<file path="src/rtl/baud_frac_pkg.sv">
package baud_frac_pkg;
  typedef enum logic {
    ST_IDLE = 1'b0,
    ST_RUN  = 1'b1
  } gen_state_e;
endpackage

</file>
<file path="src/rtl/baud_frac_acc.sv">
module baud_frac_acc #(
  parameter int FracW = 6
) (
  input  logic             clk_i,
  input  logic             rst_ni,
  input  logic             clr_i,
  input  logic             step_i,
  input  logic [FracW-1:0] frac_i,
  output logic             carry_o
);
  logic [FracW:0]   sum;
  logic [FracW-1:0] acc_q;

  assign sum     = {1'b0, acc_q} + {1'b0, frac_i};
  assign carry_o = sum[FracW];

  always_ff @(posedge clk_i or negedge rst_ni) begin
    if (!rst_ni)     acc_q <= '0;
    else if (clr_i)  acc_q <= '0;
    else if (step_i) acc_q <= sum[FracW-1:0];
  end

  // window tracker: after 2**FracW steps with one fraction the phase must return
  logic [FracW-1:0] steps_q, start_q, frac_ref_q;
  logic             steady_q, steady_ok;

  assign steady_ok = steady_q && (frac_i == frac_ref_q);

  always_ff @(posedge clk_i or negedge rst_ni) begin
    if (!rst_ni) begin
      steps_q    <= '0;
      start_q    <= '0;
      frac_ref_q <= '0;
      steady_q   <= 1'b0;
    end else if (clr_i) begin
      steps_q  <= '0;
      steady_q <= 1'b0;
    end else if (step_i) begin
      steps_q <= steps_q + 1'b1;
      if (steps_q == '0) begin
        start_q    <= acc_q;
        frac_ref_q <= frac_i;
        steady_q   <= 1'b1;
      end else begin
        steady_q <= steady_ok;
      end
    end
  end

  AST_PHASE_WRAP: assert property (@(posedge clk_i) disable iff (!rst_ni)
    (step_i && !clr_i && steps_q == '1 && steady_ok) |=> (acc_q == start_q));
endmodule

</file>
<file path="src/rtl/baud_frac_cnt.sv">
module baud_frac_cnt #(
  parameter int CntW = 17
) (
  input  logic            clk_i,
  input  logic            rst_ni,
  input  logic            clr_i,
  input  logic            load_i,
  input  logic            run_i,
  input  logic [CntW-1:0] reload_i,
  output logic            zero_o
);
  logic [CntW-1:0] cnt_q;

  assign zero_o = (cnt_q == '0);

  always_ff @(posedge clk_i or negedge rst_ni) begin
    if (!rst_ni)               cnt_q <= '0;
    else if (clr_i)            cnt_q <= '0;
    else if (load_i)           cnt_q <= reload_i;
    else if (run_i && !zero_o) cnt_q <= cnt_q - 1'b1;
  end

  AST_IDLE_HOLD: assert property (@(posedge clk_i) disable iff (!rst_ni)
    (!run_i && !load_i && zero_o) |=> zero_o);
endmodule

</file>
<file path="src/rtl/baud_frac_gen.sv">
module baud_frac_gen
  import baud_frac_pkg::*;
#(
  parameter int IntW  = 16,
  parameter int FracW = 6
) (
  input  logic             clk_i,
  input  logic             rst_ni,
  input  logic             en_i,
  input  logic [IntW-1:0]  div_int_i,
  input  logic [FracW-1:0] div_frac_i,
  output logic             tick_o
);
  localparam int PerW = IntW + 1;

  gen_state_e      state_q, state_d;
  logic            int_zero, cnt_zero, carry, load, stop, running;
  logic [PerW-1:0] period, reload;

  assign running  = (state_q == ST_RUN);
  assign int_zero = (div_int_i == '0);
  assign tick_o   = running && cnt_zero;

  // period start: leaving idle, or the edge that closes a tick
  assign load = en_i && !int_zero && (!running || cnt_zero);
  assign stop = !en_i || (running && cnt_zero && int_zero);

  assign period = {1'b0, div_int_i} + PerW'(carry);
  assign reload = period - PerW'(1);

  always_comb begin
    state_d = state_q;
    if (stop)      state_d = ST_IDLE;
    else if (load) state_d = ST_RUN;
  end

  always_ff @(posedge clk_i or negedge rst_ni) begin
    if (!rst_ni) state_q <= ST_IDLE;
    else         state_q <= state_d;
  end

  baud_frac_acc #(.FracW(FracW)) i_acc (
    .clk_i   (clk_i),
    .rst_ni  (rst_ni),
    .clr_i   (stop),
    .step_i  (load),
    .frac_i  (div_frac_i),
    .carry_o (carry)
  );

  baud_frac_cnt #(.CntW(PerW)) i_cnt (
    .clk_i    (clk_i),
    .rst_ni   (rst_ni),
    .clr_i    (stop),
    .load_i   (load),
    .run_i    (running),
    .reload_i (reload),
    .zero_o   (cnt_zero)
  );

  // period tracker: cycles since the last start against the period chosen there
  logic [PerW-1:0] gap_q, exp_q;

  always_ff @(posedge clk_i or negedge rst_ni) begin
    if (!rst_ni) begin
      gap_q <= '0;
      exp_q <= '0;
    end else if (load) begin
      gap_q <= PerW'(1);
      exp_q <= period;
    end else begin
      gap_q <= gap_q + 1'b1;
    end
  end

  AST_PERIOD_LEN: assert property (@(posedge clk_i) disable iff (!rst_ni)
    tick_o |-> (gap_q == exp_q));

  AST_NO_TICK_OFF: assert property (@(posedge clk_i) disable iff (!rst_ni)
    !$past(en_i) |-> !tick_o);

  AST_ZERO_INT_IDLE: assert property (@(posedge clk_i) disable iff (!rst_ni)
    (!running && int_zero) |=> !tick_o);

  AST_ONE_CYCLE_TICK: assert property (@(posedge clk_i) disable iff (!rst_ni)
    (tick_o && en_i && div_int_i > IntW'(1)) |=> !tick_o);
endmodule

</file>
<file path="config.mk">
export PLATFORM = sky130hd
export DESIGN_NAME = baud_frac_gen
export DESIGN_NICKNAME = d
export VERILOG_FILES = /design/src/rtl/baud_frac_pkg.sv /design/src/rtl/baud_frac_acc.sv /design/src/rtl/baud_frac_cnt.sv /design/src/rtl/baud_frac_gen.sv
export SDC_FILE = /design/constraint.sdc
export NUM_CORES = 1
export LEC_CHECK = 0
export BUFFER_PORTS_ARGS = -buffer_cell sky130_fd_sc_hd__buf_2
export CORE_ASPECT_RATIO = 1.4
export CORE_MARGIN = 5
export CORE_UTILIZATION = 55
export DETAILED_ROUTE_END_ITERATION = 8
export PLACE_DENSITY = 0.76
export SYNTH_ARGS = -nofsm -noshare
export SYNTH_HDL_FRONTEND = slang
export SYNTH_SLANG_ARGS = --single-unit
export TNS_END_PERCENT = 10
</file>
<file path="constraint.sdc">
create_clock -name clk_i -period 3.3 [get_ports clk_i]
set_input_delay 0.99 -clock clk_i [delete_from_list [all_inputs] [get_ports clk_i]]
set_output_delay 0.99 -clock clk_i [all_outputs]
set_load 0.01 [all_outputs]
</file>
==> flow_summary_export.csv <==
group,metric,value,unit
outcome,status,"complete, no violations",
timing,maxSlewViolCount,0,
cts,cts_buffers,3,
setup_path,rr_worst_depth,14,
synth,synth_seq_cells,24,
pwr,ir_drop,0.294,mV
timing,rsz0062_at_grt,"true",
setup_path,cp.required,3.46,ns
synth,synth_edf_count,0,
setup_path,cp-start-kind,"input pin",
timing,max_freq,0.308,GHz
setup_path,crit_end,"i_cnt.cnt_q[5]",
setup_path,crit_arrival,3.41,ns
cts,cts_tree,"yes",
timing,min_period,3.25,ns
timing,tightestPinTransition,0.872,ns
global_route,grt_max_degree,25,
detailed_routing,remaining_drc_errors,0,
die,start_util,56.7,%
timing,timing.final.crit_share,98.4,%
cts,cts-root-buf,"clkbuf_8",
finish,final_common_cell,"buf_4",
pwr,leakagePower,1.10,nW
synth,netlist-cell-type-count,54,
setup_path,reg2reg_to,"i_cnt.cnt_q[5]",
timing,fin_ws,0.0524,ns
detailed_routing,vias,2240,
die,die_h,82.5,microns
synth,synth_ff_type,"dfrtp_1",
setup_path,cp_max_fo,5,
pwr,p_per_area,405,mW/mm^2
die,die_w,61.8,microns
placed_design,placed_cells,338,
die,rows,26,
finish,nets,336,
cts,post_cts_resized,0,
detailed_routing,dr.pass1.iters,7,
synth,async_flop_share,100,%
setup_path,cp-end-kind,"register",
detailed_routing,wl_per_cell,18.0,microns
finish,diodes,0,
die,ioPinCount,26,
detailed_routing,antenna_left,0,
detailed_routing,wl,6150,microns
synth,yosys-top-cells-area,"dfrtp_1, ha_1, xnor2_1",
cts,numClockSinks,24,
setup_path,critPathLaunch,"div_frac_i[0]",
timing,skew,0.00648,ns
finish,mostFrequentLayoutCells,"buf_4, buf_2, dfrtp_1, nor2_1",
cts,cts_buffer_depth,2,
die,die_area,0.00510,sq mm
global_route,overflow,0,
finish,syn_to_final_growth,23.2,%
global_route,antenna_found_initial,0,
synth,synthCells,250,
synth,ys.warnings.count,0,
placed_design,hpwlAfterDp,4810,microns
setup_path,path_class,"in2reg",
cts,cts_max_level,1,
synth,syn-num-nets,285,
die,core_area,0.00364,sq mm
global_route,grt_pass1_wl,10200,microns
setup_path,rr_startpoint,"i_acc.acc_q[0]",
global_route,grtUsageTotal,26.9,%
timing,slew_headroom,41.7,%
detailed_routing,detail_route.iter0.violations,175,
synth,syn_area,0.00207,sq mm
cts,clkLatencyLatePin,0.27,ns
placed_design,port_buffers,25,
global_route,grt_pass1_vias,2223,
cts,path_clk_slew,0.10,ns
synth,synth.avg_cell_area,8.26,sq um
synth,ys_seq_area_share,29.1,%
setup_path,rrSetupSlack,0.45,ns
finish,drive_above_1_share,25.7,%
min_path,hp-class,"reg2reg",
finish,fin_cells,342,
cts,hold_buffers,0,
cts,post-cts-setup-buffers,0,
placed_design,place.gp.congestion,0.897,
job,maxCapViolCount,0,
timing,hold_violations,0,
placed_design,dpl_worst_slack,-0.216,ns
detailed_routing,vias_per_cell,6.55,
timing,setup_viol,0,
synth,synthDominantCellAreaShare,29.1,%
synth,synth.largest_area_cell,"dfrtp_1",
==> per-stage QoR <==
stage	TNS [ns]	power, W	utilization [%]	area [sq um]	hold WS (ns)
2_1_floorplan	-0.223	0.000656	-	2120	0.511
3_3_place_gp	-0.636	0.000808	68.0	2480	0.537
3_5_place_dp	-0.911	0.000819	68.0	2480	0.538
4_1_cts	0	0.00102	69.5	2530	0.558
5_1_grt	-0.0861	0.00110	69.8	2540	0.590
6_report	0	0.00103	69.8	2540	0.563
==> sequential cells by signal, summed over array words and instances (netlist names) <==
signal and count:
running 1, i_acc.acc_q 6, i_cnt.cnt_q 17
==> logic make-up after synthesis <==
family	Yosys count	synth area share, %
AOI/OAI and AO/OA	66	21.8
xor gates and xnor gates	16	6.78
adders and majority gates	10	6.42
buffers and inverters	27	5.39
DFF	24	29.1
muxes	4	1.94
and+or+nand+nor	103	28.6
==> layer usage <==
layer / vias to the layer above / share of wire, % / track usage (%)
met2: 112 / 51 / 46.5
met4: 0 / 3.5 / 11.9
met3: 23 / 6.6 / 2.95
li1: 1053 / - / -
met1: 1052 / 39 / 32.7
met5: - / 0 / 0
==> final cells by class <==
| type | instances | area [sq um] |
|---|---|---|
| flip-flops and latches | 24 | 601 |
| clock buffers | 4 | 55.1 |
| well taps | 42 | 52.6 |
| multi-input cells | 199 | 1420 |
| inverters | 18 | 67.6 |
| fillers | 306 | 1100 |
| repair buffers | 55 | 350 |
==> critical path, cell delays in order <==
cell and delay (ns):
buf_2 0.12, ha_4 0.16, inv_2 0.05, fa_2 0.19
inv_1 0.05, a21oi_2 0.11, o21bai_1 0.09, a21o_1 0.17
a21oi_2 0.15, ha_2 0.19, or4b_4 0.53, nor2_4 0.13
xnor2_1 0.13, nor3_1 0.08, a221o_1 0.26
==> synth_stat cells, drive strengths merged, types with 3 or more instances <==
master / n
a21oi: 14
a31oi: 3
buf: 3
clkbuf: 6
dfrtp: 24
ha: 9
inv: 18
mux2i: 4
nand2: 9
nand2b: 3
nand3: 12
nand4: 7
nor2: 19
nor3: 17
nor4: 8
o21ai: 17
o22ai: 4
o31ai: 3
or3: 8
or4: 7
or4b: 3
xnor2: 12
xor2: 4
==> power breakdown <==
part | internal (W) | leakage, nW | switching (W)
sequential | 0.000333 | 0.316 | 0.0000435
clock | 0.000107 | 0.0288 | 0.000101
combinational | 0.000197 | 0.755 | 0.000250
total | 0.000636 | 1.10 | 0.000395
==> how the worst min path moves through the flow <==
stage,endpoint,start,depth (start not counted)
detailed placement,i_acc.acc_q[2],i_acc.acc_q[2],2
global route,i_cnt.cnt_q[13],i_cnt.cnt_q[13],2
finish,i_acc.acc_q[2],i_acc.acc_q[2],2
floorplan,i_cnt.cnt_q[5],i_cnt.cnt_q[5],1
CTS,i_acc.acc_q[2],i_acc.acc_q[2],2
global placement,i_cnt.cnt_q[13],i_cnt.cnt_q[13],2
Note: power is estimated with default switching activity, not from simulation.
